[config.mk]
export PLATFORM = sky130hd
export DESIGN_NAME = tio_pack_engine
export DESIGN_NICKNAME = d
export VERILOG_FILES = /design/src/rtl/tio_pkg.sv /design/src/rtl/tio_cw_step.sv /design/src/rtl/tio_char_lane.sv /design/src/rtl/tio_asm_reg.sv /design/src/rtl/tio_pack_engine.sv
export SDC_FILE = /design/constraint.sdc
export NUM_CORES = 1
export LEC_CHECK = 0
export ABC_AREA = 1
export CELL_PAD_IN_SITES_DETAIL_PLACEMENT = 0
export CELL_PAD_IN_SITES_GLOBAL_PLACEMENT = 1
export CORE_AREA = 4 4 139 141
export CTS_BUF_LIST = sky130_fd_sc_hd__clkbuf_4 sky130_fd_sc_hd__clkbuf_8
export CTS_CLUSTER_SIZE = 25
export DETAILED_ROUTE_END_ITERATION = 10
export DIE_AREA = 0 0 143 145
export DONT_BUFFER_PORTS = 1
export GPL_TIMING_DRIVEN = 1
export PLACE_DENSITY_LB_ADDON = 0.1
export SETUP_SLACK_MARGIN = 0.15
export SLEW_MARGIN = 20
export SYNTH_ARGS = -nofsm -noshare
export SYNTH_HDL_FRONTEND = slang
export SYNTH_SLANG_ARGS = --single-unit
[constraint.sdc]
create_clock -name clk -period 8.3 [get_ports clk]
set_clock_uncertainty 0.05 [all_clocks]
set_input_delay 2.075 -clock clk [delete_from_list [all_inputs] [get_ports clk]]
set_output_delay 2.075 -clock clk [all_outputs]
set_load 0.02 [all_outputs]
[src/rtl/tio_pkg.sv]
package tio_pkg;

    localparam int WORD_W = 24;
    localparam int N_W    = 6;
    localparam int C_W    = 2;
    localparam int P_W    = 2;
    localparam int Y_W    = 14;
    localparam int N_MODES = 1 << P_W;

    typedef enum logic [P_W-1:0] {
        PK_6  = 2'b00,
        PK_8  = 2'b01,
        PK_12 = 2'b10,
        PK_24 = 2'b11
    } pack_e;

    typedef struct packed {
        logic [N_W-1:0] n;
        logic [C_W-1:0] c;
        pack_e          p;
        logic [Y_W-1:0] y;
    } cw_t;

    typedef enum logic [3:0] {
        S_IDLE,
        S_CWRD,
        S_CWCAP,
        S_WRD,
        S_WCAP,
        S_PACK,
        S_WWR,
        S_CWWR,
        S_FIN
    } state_e;

    function automatic int mode_width(int m);
        case (m)
            0:       return 6;
            1:       return 8;
            2:       return 12;
            default: return 24;
        endcase
    endfunction

endpackage

[src/rtl/tio_cw_step.sv]
module tio_cw_step
    import tio_pkg::*;
(
    input  cw_t             cur,
    output cw_t             nxt,
    output logic [Y_W-1:0]  word_addr,
    output logic [C_W-1:0]  char_idx,
    output logic            last_char,
    output logic            fin_now
);
    logic [N_W-1:0] n_inc;

    always_comb begin
        word_addr = cur.y + Y_W'(1);
        char_idx  = cur.c - C_W'(cur.p);
        last_char = &cur.c;
        n_inc     = cur.n + N_W'(1);
        fin_now   = last_char && (&n_inc);

        nxt   = cur;
        nxt.c = cur.c + C_W'(1);
        if (last_char) begin
            nxt.c = C_W'(cur.p);
            nxt.n = n_inc;
            nxt.y = word_addr;
        end
    end

endmodule

[src/rtl/tio_char_lane.sv]
module tio_char_lane
    import tio_pkg::*;
#(
    parameter int W = WORD_W
) (
    input  pack_e           mode,
    input  logic [C_W-1:0]  idx,
    input  logic [W-1:0]    word_in,
    input  logic [W-1:0]    asm_in,
    input  logic [W-1:0]    char_in,
    output logic [W-1:0]    char_out,
    output logic [W-1:0]    asm_out
);
    logic [W-1:0] ext_v [N_MODES];
    logic [W-1:0] ins_v [N_MODES];

    for (genvar m = 0; m < N_MODES; m++) begin : g_mode
        localparam int CHW = mode_width(m);
        localparam logic [W-1:0] MASK = W'((64'd1 << CHW) - 64'd1);
        int           sh;
        logic [W-1:0] base;

        always_comb begin
            sh = W - (int'(idx) + 1) * CHW;
            if (sh < 0) sh = 0;
            base = (idx == '0) ? '0 : asm_in;
            ext_v[m] = (word_in >> sh) & MASK;
            ins_v[m] = (base & ~(MASK << sh)) | ((char_in & MASK) << sh);
        end
    end

    assign char_out = ext_v[mode];
    assign asm_out  = ins_v[mode];

endmodule

[src/rtl/tio_asm_reg.sv]
module tio_asm_reg
    import tio_pkg::*;
#(
    parameter int W = WORD_W
) (
    input  logic         clk,
    input  logic         rst,
    input  logic         load,
    input  logic [W-1:0] d,
    output logic [W-1:0] q
);
    always_ff @(posedge clk) begin
        if (rst)       q <= '0;
        else if (load) q <= d;
    end
endmodule

[src/rtl/tio_pack_engine.sv]
module tio_pack_engine
    import tio_pkg::*;
(
    input  logic              clk,
    input  logic              rst,
    input  logic              req,
    input  logic              req_out,
    input  logic [Y_W-1:0]    req_cw_addr,
    input  logic [WORD_W-1:0] dev_in_char,
    output logic              gnt,
    output logic              echo,
    output logic [WORD_W-1:0] dev_out_char,
    output logic              dev_out_vld,
    output logic [Y_W-1:0]    mem_addr,
    output logic              mem_re,
    output logic              mem_we,
    output logic [WORD_W-1:0] mem_wdata,
    input  logic [WORD_W-1:0] mem_rdata
);
    state_e            state_q, state_d;
    cw_t               cw_q;
    cw_t               cw_nxt;
    logic              dir_out_q;
    logic [Y_W-1:0]    cw_addr_q;
    logic [WORD_W-1:0] char_q;
    logic [Y_W-1:0]    word_addr;
    logic [C_W-1:0]    char_idx;
    logic              last_char;
    logic              fin_now;
    logic [WORD_W-1:0] asm_q, asm_d;
    logic [WORD_W-1:0] ext_char;
    cw_t               cw_rd;

    assign cw_rd = cw_t'(mem_rdata);

    tio_cw_step u_step (
        .cur       (cw_q),
        .nxt       (cw_nxt),
        .word_addr (word_addr),
        .char_idx  (char_idx),
        .last_char (last_char),
        .fin_now   (fin_now)
    );

    tio_char_lane #(.W(WORD_W)) u_lane (
        .mode     (cw_q.p),
        .idx      (char_idx),
        .word_in  (mem_rdata),
        .asm_in   (asm_q),
        .char_in  (char_q),
        .char_out (ext_char),
        .asm_out  (asm_d)
    );

    tio_asm_reg #(.W(WORD_W)) u_asm (
        .clk  (clk),
        .rst  (rst),
        .load (state_q == S_PACK),
        .d    (asm_d),
        .q    (asm_q)
    );

    always_comb begin
        state_d = state_q;
        case (state_q)
            S_IDLE:  if (req) state_d = S_CWRD;
            S_CWRD:  state_d = S_CWCAP;
            S_CWCAP: begin
                if (&cw_rd.n)       state_d = S_FIN;
                else if (dir_out_q) state_d = S_WRD;
                else                state_d = S_PACK;
            end
            S_WRD:   state_d = S_WCAP;
            S_WCAP:  state_d = S_CWWR;
            S_PACK:  state_d = last_char ? S_WWR : S_CWWR;
            S_WWR:   state_d = S_CWWR;
            S_CWWR:  state_d = S_IDLE;
            S_FIN:   state_d = S_IDLE;
            default: state_d = S_IDLE;
        endcase
    end

    always_ff @(posedge clk) begin
        if (rst) begin
            state_q   <= S_IDLE;
            cw_q      <= '0;
            dir_out_q <= 1'b0;
            cw_addr_q <= '0;
            char_q    <= '0;
        end else begin
            state_q <= state_d;
            if (state_q == S_IDLE && req) begin
                dir_out_q <= req_out;
                cw_addr_q <= req_cw_addr;
                char_q    <= dev_in_char;
            end
            if (state_q == S_CWCAP) cw_q <= cw_rd;
        end
    end

    always_comb begin
        mem_addr     = '0;
        mem_re       = 1'b0;
        mem_we       = 1'b0;
        mem_wdata    = '0;
        gnt          = 1'b0;
        echo         = 1'b0;
        dev_out_vld  = 1'b0;
        dev_out_char = '0;
        case (state_q)
            S_CWRD: begin
                mem_re   = 1'b1;
                mem_addr = cw_addr_q;
            end
            S_WRD: begin
                mem_re   = 1'b1;
                mem_addr = word_addr;
            end
            S_WCAP: begin
                dev_out_vld  = 1'b1;
                dev_out_char = ext_char;
            end
            S_WWR: begin
                mem_we    = 1'b1;
                mem_addr  = word_addr;
                mem_wdata = asm_q;
            end
            S_CWWR: begin
                mem_we    = 1'b1;
                mem_addr  = cw_addr_q;
                mem_wdata = cw_nxt;
                gnt       = 1'b1;
                echo      = fin_now;
            end
            S_FIN: gnt = 1'b1;
            default: ;
        endcase
    end

    AST_GNT_PULSE: assert property (@(posedge clk) disable iff (rst)
        gnt |=> !gnt) else $error("gnt longer than one cycle");

    AST_MEM_EXCL: assert property (@(posedge clk) disable iff (rst)
        !(mem_re && mem_we)) else $error("read and write together");

    AST_ECHO_WITH_GNT: assert property (@(posedge clk) disable iff (rst)
        echo |-> gnt) else $error("echo without grant");

    AST_OUT_THEN_GNT: assert property (@(posedge clk) disable iff (rst)
        dev_out_vld |=> gnt) else $error("output char not followed by grant");

    AST_WORD_WR_LAST: assert property (@(posedge clk) disable iff (rst)
        (state_q == S_WWR) |-> last_char) else $error("partial word written");

    AST_DONE_QUIET: assert property (@(posedge clk) disable iff (rst)
        (gnt && !mem_we) |-> !echo) else $error("echo on finished table");

endmodule

Yosys cells after proc, flatten, opt, wreduce, memory -nomap -nowiden
Index checks and enable logic that the tools add are counted.
{"block": "op_classes", "n_lt_le_gt_ge": 5, "shift": 12, "mul": 3, "mux": 26, "add_sub_neg": 9, "eq_ne": 9, "n_bitwise": 13, "reduce_logical": 13}
{"op": "two-way mux 24 bit", "n": 6}
{"op": "less-than comparator 32 x 1 -> 1 bit, second input constant", "n": 4}
{"op": "two-way mux 32 bit", "n": 4}
{"op": "subtractor 6 x 32 -> 32 bit, first input constant", "n": 4}
{"op": "bitwise AND 24 bit", "n": 4}
{"op": "binary-select mux 24 bit (select 2 bit)", "n": 2}
{"op": "NOT 24 bit", "n": 4}
{"op": "OR 24 bit", "n": 4}
{"op": "case mux 24 bit (2 select lines)", "n": 1}
{"op": "multiplier 32 x 3 -> 29 bit, second input constant", "n": 1}
{"op": "multiplier 32 x 3 -> 30 bit, second input constant", "n": 1}
{"op": "<< shifter 12 x 32 -> 24 bit", "n": 1}
{"op": "<< shifter 12 x 32 -> 24 bit, first input constant", "n": 1}
{"op": "<< shifter 24 x 32 -> 24 bit", "n": 1}
{"op": "<< shifter 24 x 32 -> 24 bit, first input constant", "n": 1}
{"op": "<< shifter 6 x 32 -> 24 bit", "n": 1}
{"op": "<< shifter 6 x 32 -> 24 bit, first input constant", "n": 1}
{"op": "<< shifter 8 x 32 -> 24 bit", "n": 1}
{"op": "<< shifter 8 x 32 -> 24 bit, first input constant", "n": 1}
{"op": ">> shifter 24 x 32 -> 12 bit", "n": 1}
{"op": ">> shifter 24 x 32 -> 24 bit", "n": 1}
{"op": ">> shifter 24 x 32 -> 6 bit", "n": 1}
{"op": ">> shifter 24 x 32 -> 8 bit", "n": 1}
{"op": "case mux 14 bit (2 select lines)", "n": 1}
{"op": "other kinds (25)", "n": 42}
{"block": "totals", "inputBits": 66, "reg_bits": 91}

Longest topological paths before layout
{"block": "depth", "word_depth": 13, "ltp_mapped": 21, "ltp_nobuf": 20}

Hierarchy
From an unflattened synthesis, not the netlist that was laid out.
{"block": "hier_totals", "hier_cells": 1629, "area_unflattened_um2": 8951.1}
{"mod": "tio_char_lane", "area_each_um2": 3996.3, "seq_area_each_um2": 0.0, "instances": 1, "cells_per_inst": 834}
{"mod": "tio_pack_engine", "area_each_um2": 3193.1, "seq_area_each_um2": 1341.3, "instances": 1, "cells_per_inst": 493}
{"mod": "tio_asm_reg", "area_each_um2": 984.7, "seq_area_each_um2": 480.5, "instances": 1, "cells_per_inst": 152}
{"mod": "tio_cw_step", "area_each_um2": 777.0, "seq_area_each_um2": 0.0, "instances": 1, "cells_per_inst": 150}

Worst setup path before layout
No wires, ideal clock.
{"block": "synth_path", "path_kind": "reg2out", "from": "reg cw_q[16] (netlist bit)", "to": "out dev_out_char[10]", "t_required_ps": 6175, "arrival_time_ps": 3263, "stages_incl_launch_ff": 18, "path_slack_ps": 2912, "n_path_buf": 3, "path_cell_list": "dfxtp_1 inv_1 ha_1 buf_2 inv_2 buf_2 ha_1 nor2_1 clkinv_1 ha_1 inv_1 nand3_1 nor2_1 nand2_1 nand2_2 buf_4 nand2_1 a211oi_1"}
{"block": "synth_between", "elab_chain_cells": 11}
{"element": "from (decl)", "line_no": "tio_pack_engine.sv:21", "source": "cw_t cw_q;"}
{"element": "from (signal assigned)", "line_no": "tio_pack_engine.sv:97", "source": "if (state_q == S_CWCAP) cw_q <= cw_rd;"}
{"element": "subtractor 2 bit *", "line_no": "tio_cw_step.sv:15", "source": "char_idx = cur.c - C_W'(cur.p);"}
{"element": "adder 2 x 1 -> 3 bit *", "line_no": "tio_char_lane.sv:24", "source": "sh = W - (int'(idx) + 1) * CHW;"}
{"element": "multiplier 32 x 3 -> 29 bit / multiplier 32 x 3 -> 30 bit (equally long branches)", "line_no": "tio_char_lane.sv:24"}
{"element": "subtractor 6 x 32 -> 32 bit", "line_no": "tio_char_lane.sv:24"}
{"element": "less-than comparator 32 x 1 -> 1 bit", "line_no": "tio_char_lane.sv:25", "source": "if (sh < 0) sh = 0;"}
{"element": "two-way mux 32 bit", "line_no": "tio_char_lane.sv:25"}
{"element": ">> shifter 24 x 32 -> 24 bit / >> shifter 24 x 32 -> 12 bit (equally long branches)", "line_no": "tio_char_lane.sv:27", "source": "ext_v[m] = (word_in >> sh) & MASK;"}
{"element": "binary-select mux 24 bit (select 2 bit) *", "line_no": "tio_char_lane.sv:32", "source": "assign char_out = ext_v[mode];"}
{"element": "two-way mux 24 bit (not written as such) * (2 in a row)", "line_no": "tio_char_lane.sv:32"}
{"element": "two-way mux 24 bit *", "line_no": "tio_pack_engine.sv:110", "source": "case (state_q)"}
{"element": "to (decl)", "line_no": "tio_pack_engine.sv:12", "source": "output logic [WORD_W-1:0] dev_out_char,"}
Mark *: on every way between the ends. The rest lies on a longest branch, timed or not. The select of a mux whose other input is x is not followed.

Final worst setup path
{"block": "layout_path", "from": "reg cw_q[15] (netlist bit)", "to": "out dev_out_char[4]"}
{"block": "layout_between", "elab_chain_cells": 11}
{"element": "subtractor 2 bit", "line_no": "tio_cw_step.sv:15"}
{"element": "adder 2 x 1 -> 3 bit", "line_no": "tio_char_lane.sv:24"}
{"element": "multiplier 32 x 3 -> 29 bit, or another cell as far along", "line_no": "tio_char_lane.sv:24"}
{"element": "subtractor 6 x 32 -> 32 bit", "line_no": "tio_char_lane.sv:24"}
{"element": "less-than comparator 32 x 1 -> 1 bit", "line_no": "tio_char_lane.sv:25"}
{"element": "two-way mux 32 bit", "line_no": "tio_char_lane.sv:25"}
{"element": ">> shifter 24 x 32 -> 24 bit, or another cell as far along", "line_no": "tio_char_lane.sv:27"}
{"element": "binary-select mux 24 bit (select 2 bit) *", "line_no": "tio_char_lane.sv:32"}
{"element": "two-way mux 24 bit (not written as such) * (2 in a row)", "line_no": "tio_char_lane.sv:32"}
{"element": "two-way mux 24 bit *", "line_no": "tio_pack_engine.sv:110"}
Marked as above.

==> results.sh <==
export IMPL_yosysSeqAreaShare_pct=22.67
export IMPL_dp_final_hpwl_um=25930
export IMPL_max_cap_check_violation_count=0
export IMPL_drt_initial_drc_count=1214
export IMPL_unrepaired_setup_endpoints_after_global_routing="no"
export IMPL_maxSlewViolCount=0
export IMPL_crit_family="buffers and inverters"
export IMPL_die_height_um=145
export IMPL_ys_warnings_count=0
export IMPL_fin_setup_tns_ns=0
export IMPL_cp_end_kind="primary output"
export IMPL_tightest_slew_ns=1.014
export IMPL_path_cells="clkinv_1 > xor2_1 > inv_1 > ha_1 > inv_2 > a21oi_2 > ha_1 > inv_1 > nand3_1 > nor2_1 > nand2_1 > nand2_2 > buf_4 > inv_2 > nor2_1 > nand2_1 > nand2_1 > nand3_1 > o21ai_1"
export IMPL_timing_hold_worst_class="reg -> reg"
export IMPL_path_max_fanout=39
export IMPL_data_required_time_at_the_worst_endpoint_ns=6.18
export IMPL_cts_hold_buffers=0
export IMPL_globalplace_congestion=0.9490
export IMPL_synth_area_um2=8035
export IMPL_synth_enable_flop_cells=0
export IMPL_port_buffers=0
export IMPL_grt_antenna_before_repair=2
export IMPL_ant_nets_after_route=0
export IMPL_num_io_pins=133
export IMPL_synth_cell_types=46
export IMPL_viasPerCell=6.225
export IMPL_final_setup_viol_count=0
export IMPL_htree_levels=3
export IMPL_synth_ff_type="sky130_fd_sc_hd__dfxtp_1"
export IMPL_crit_path_frequent_cell="sky130_fd_sc_hd__nand2_1"
export IMPL_synth_fp_nets=1470
export IMPL_synth_async_sr_flop_share_pct=0
export IMPL_detail_route_first_pass_iterations=5
export IMPL_grt_pass1_vias=8770
export IMPL_buffer_count_from_post_cts_setup_fixing=0
export IMPL_initial_standard_cell_utilization_of_the_core_pct=44.73
export IMPL_die_span_x_um=143
export IMPL_relative_max_transition_margin_pct=32.18
export IMPL_finalNetCount=1400
export IMPL_grt_pass1_wl_um=53760
export IMPL_grt_max_degree=65
export IMPL_crit_path_start_kind="flop"
export IMPL_maximum_buffer_depth_of_the_clock_tree=2
export IMPL_mostFrequentLayoutCell="sky130_fd_sc_hd__nand2_1"
export IMPL_die_area_um2=20740
export IMPL_core_region_area_um2=17960
export IMPL_grt_remaining_overflow=0
export IMPL_critical_path_depth=19
export IMPL_final_layout_size_suffix_gt1_share_pct=5.820
export IMPL_drc=0
export IMPL_clk_latency_ns=0.40
export IMPL_place_ws_ns=1.584
export IMPL_cts_sinks=91
export IMPL_ff2ff_path_depth=19
export IMPL_cts_made_buffers=9
export IMPL_antennaDiodeCount=0
export IMPL_final_min_clock_period_ns=7.309
export IMPL_vias=9661
export IMPL_finalWirelength_um=35660
export IMPL_synth_ff_latch_count=91
export IMPL_timing_final_ws_setup_ns=0.9912
export IMPL_critical_path_arrival_ns=5.18
export IMPL_root_buffer="sky130_fd_sc_hd__clkbuf_8"
export IMPL_clkTransAtPathRegs_ns=0.11
export IMPL_hold_path_cell_count=2
export IMPL_cts_repair_resized=0
export IMPL_crit_type="reg -> out"
export IMPL_post_synth_cell_area_avg_um2=5.789
export IMPL_areaGrowthSynthToFinish_pct=2.351
export IMPL_fmax_mhz=136.8
export IMPL_cts_tree="yes"
export IMPL_final_period_utilization_pct=88.06
export IMPL_commonest_cells_after_routing_fill_and_taps_aside="sky130_fd_sc_hd__nand2_1 (310), sky130_fd_sc_hd__o21ai_0 (183), sky130_fd_sc_hd__a21oi_1 (156)"
export IMPL_result_of_the_run="completed"
export IMPL_netlist_instances=1388
export IMPL_worstPathBufferInverterCount=6
export IMPL_wl_per_cell_um=22.98
export IMPL_crit_path_max_incr_delay_ns=0.84
export IMPL_hold_violations=0
export IMPL_floorplan_rows=49
export IMPL_grt_use_total_pct=33.23
export IMPL_standard_cell_with_the_maximum_stage_delay_on_the_critical_path="sky130_fd_sc_hd__ha_1"
kinds of logic (layout without fill, tap and decap cells):
| family | Yosys count | in the layout | synth area share, % |
|---|---|---|---|
| simple gates | 554 | 554 | 29.55 |
| buf+inv | 259 | 194 | 13.08 |
| compound gates | 452 | 452 | 30.52 |
| other cells | 1 | 1 | 0.04667 |
| fa+ha+maj | 16 | 16 | 2.491 |
| flops | 91 | 91 | 22.67 |
| xor+xnor | 15 | 15 | 1.635 |
Yosys cell counts, types with 3 or more instances:
cell type | n | area (um^2)
sky130_fd_sc_hd__nand2_1 | 311 | 1167
sky130_fd_sc_hd__o21ai_0 | 183 | 915.9
sky130_fd_sc_hd__a21oi_1 | 156 | 780.8
sky130_fd_sc_hd__inv_1 | 139 | 521.8
sky130_fd_sc_hd__nand3_1 | 116 | 580.6
sky130_fd_sc_hd__dfxtp_1 | 91 | 1822
sky130_fd_sc_hd__nor2_1 | 75 | 281.5
sky130_fd_sc_hd__clkbuf_1 | 54 | 202.7
sky130_fd_sc_hd__buf_2 | 33 | 165.2
sky130_fd_sc_hd__o22ai_1 | 31 | 193.9
sky130_fd_sc_hd__o21ai_1 | 23 | 115.1
sky130_fd_sc_hd__inv_2 | 19 | 71.32
sky130_fd_sc_hd__nor3_1 | 19 | 95.09
sky130_fd_sc_hd__a31oi_1 | 16 | 100.1
sky130_fd_sc_hd__ha_1 | 16 | 200.2
sky130_fd_sc_hd__o211ai_1 | 15 | 112.6
sky130_fd_sc_hd__xor2_1 | 13 | 113.9
sky130_fd_sc_hd__o221ai_1 | 11 | 96.34
sky130_fd_sc_hd__nand4_1 | 7 | 43.79
sky130_fd_sc_hd__buf_4 | 6 | 45.04
sky130_fd_sc_hd__nor2_4 | 6 | 67.56
sky130_fd_sc_hd__nor2_2 | 5 | 31.28
sky130_fd_sc_hd__nand2_2 | 4 | 25.02
sky130_fd_sc_hd__or2_2 | 4 | 25.02
sky130_fd_sc_hd__buf_1 | 3 | 11.26
sky130_fd_sc_hd__clkinv_1 | 3 | 11.26
path summary, 6_finish.rpt:
kind | start | slack [ns] | endpoint
max | cw_q[15] | 0.99 | dev_out_char[4]
min | cw_addr_q[11] | 0.41 | cw_addr_q[11]
max reg2reg | cw_q[15] | 3.64 | u_asm.q[20]
min reg2reg | cw_addr_q[11] | 0.41 | cw_addr_q[11]
sequential cells by signal, summed over array words and instances, names as in the netlist:
signal / count
u_asm.q: 24
dir_out_q: 1
state_q: 4
char_q: 24
cw_addr_q: 14
cw_q: 24
tightest hold or removal path, stage by stage, from the launching register on:
cell,delay (ns)
sky130_fd_sc_hd__dfxtp_1,0.32
sky130_fd_sc_hd__inv_1,0.05
sky130_fd_sc_hd__a21oi_1,0.05
routing by layer:
metal	vias to the layer above	routed length (um)	global-route usage (%)
li1	4525	-	-
met1	4447	14550	46.22
met2	582	15880	51.39
met3	103	3712	5.824
met4	4	1486	12.21
met5	-	30	0
through the flow:
| step | utilization (%) | area, um^2 | hold WS (ns) | cells |
|---|---|---|---|---|
| after floorplan | - | 8035 | 0.3745 | 1388 |
| after global placement | 44.57 | 8006 | 0.3848 | 1536 |
| after detailed placement | 44.57 | 8006 | 0.3902 | 1536 |
| after CTS | 45.75 | 8219 | 0.4074 | 1552 |
| after global routing | 45.78 | 8224 | 0.4288 | 1552 |
| final | 45.78 | 8224 | 0.4063 | 1552 |
final cells by class:
| cell class | count | area [um^2] |
|---|---|---|
| timing repair buffer | 17 | 127.6 |
| clock inverter | 7 | 88.84 |
| inverter | 161 | 604.3 |
| clock buffer | 9 | 123.9 |
| multi-input combinational | 1038 | 5170 |
| tap | 229 | 286.5 |
| fill | 2056 | 9739 |
| sequential | 91 | 1823 |
Power is left out: the tool's default activity adds up to more than one toggle a clock period on the data nets, which glitch-free logic cannot reach.
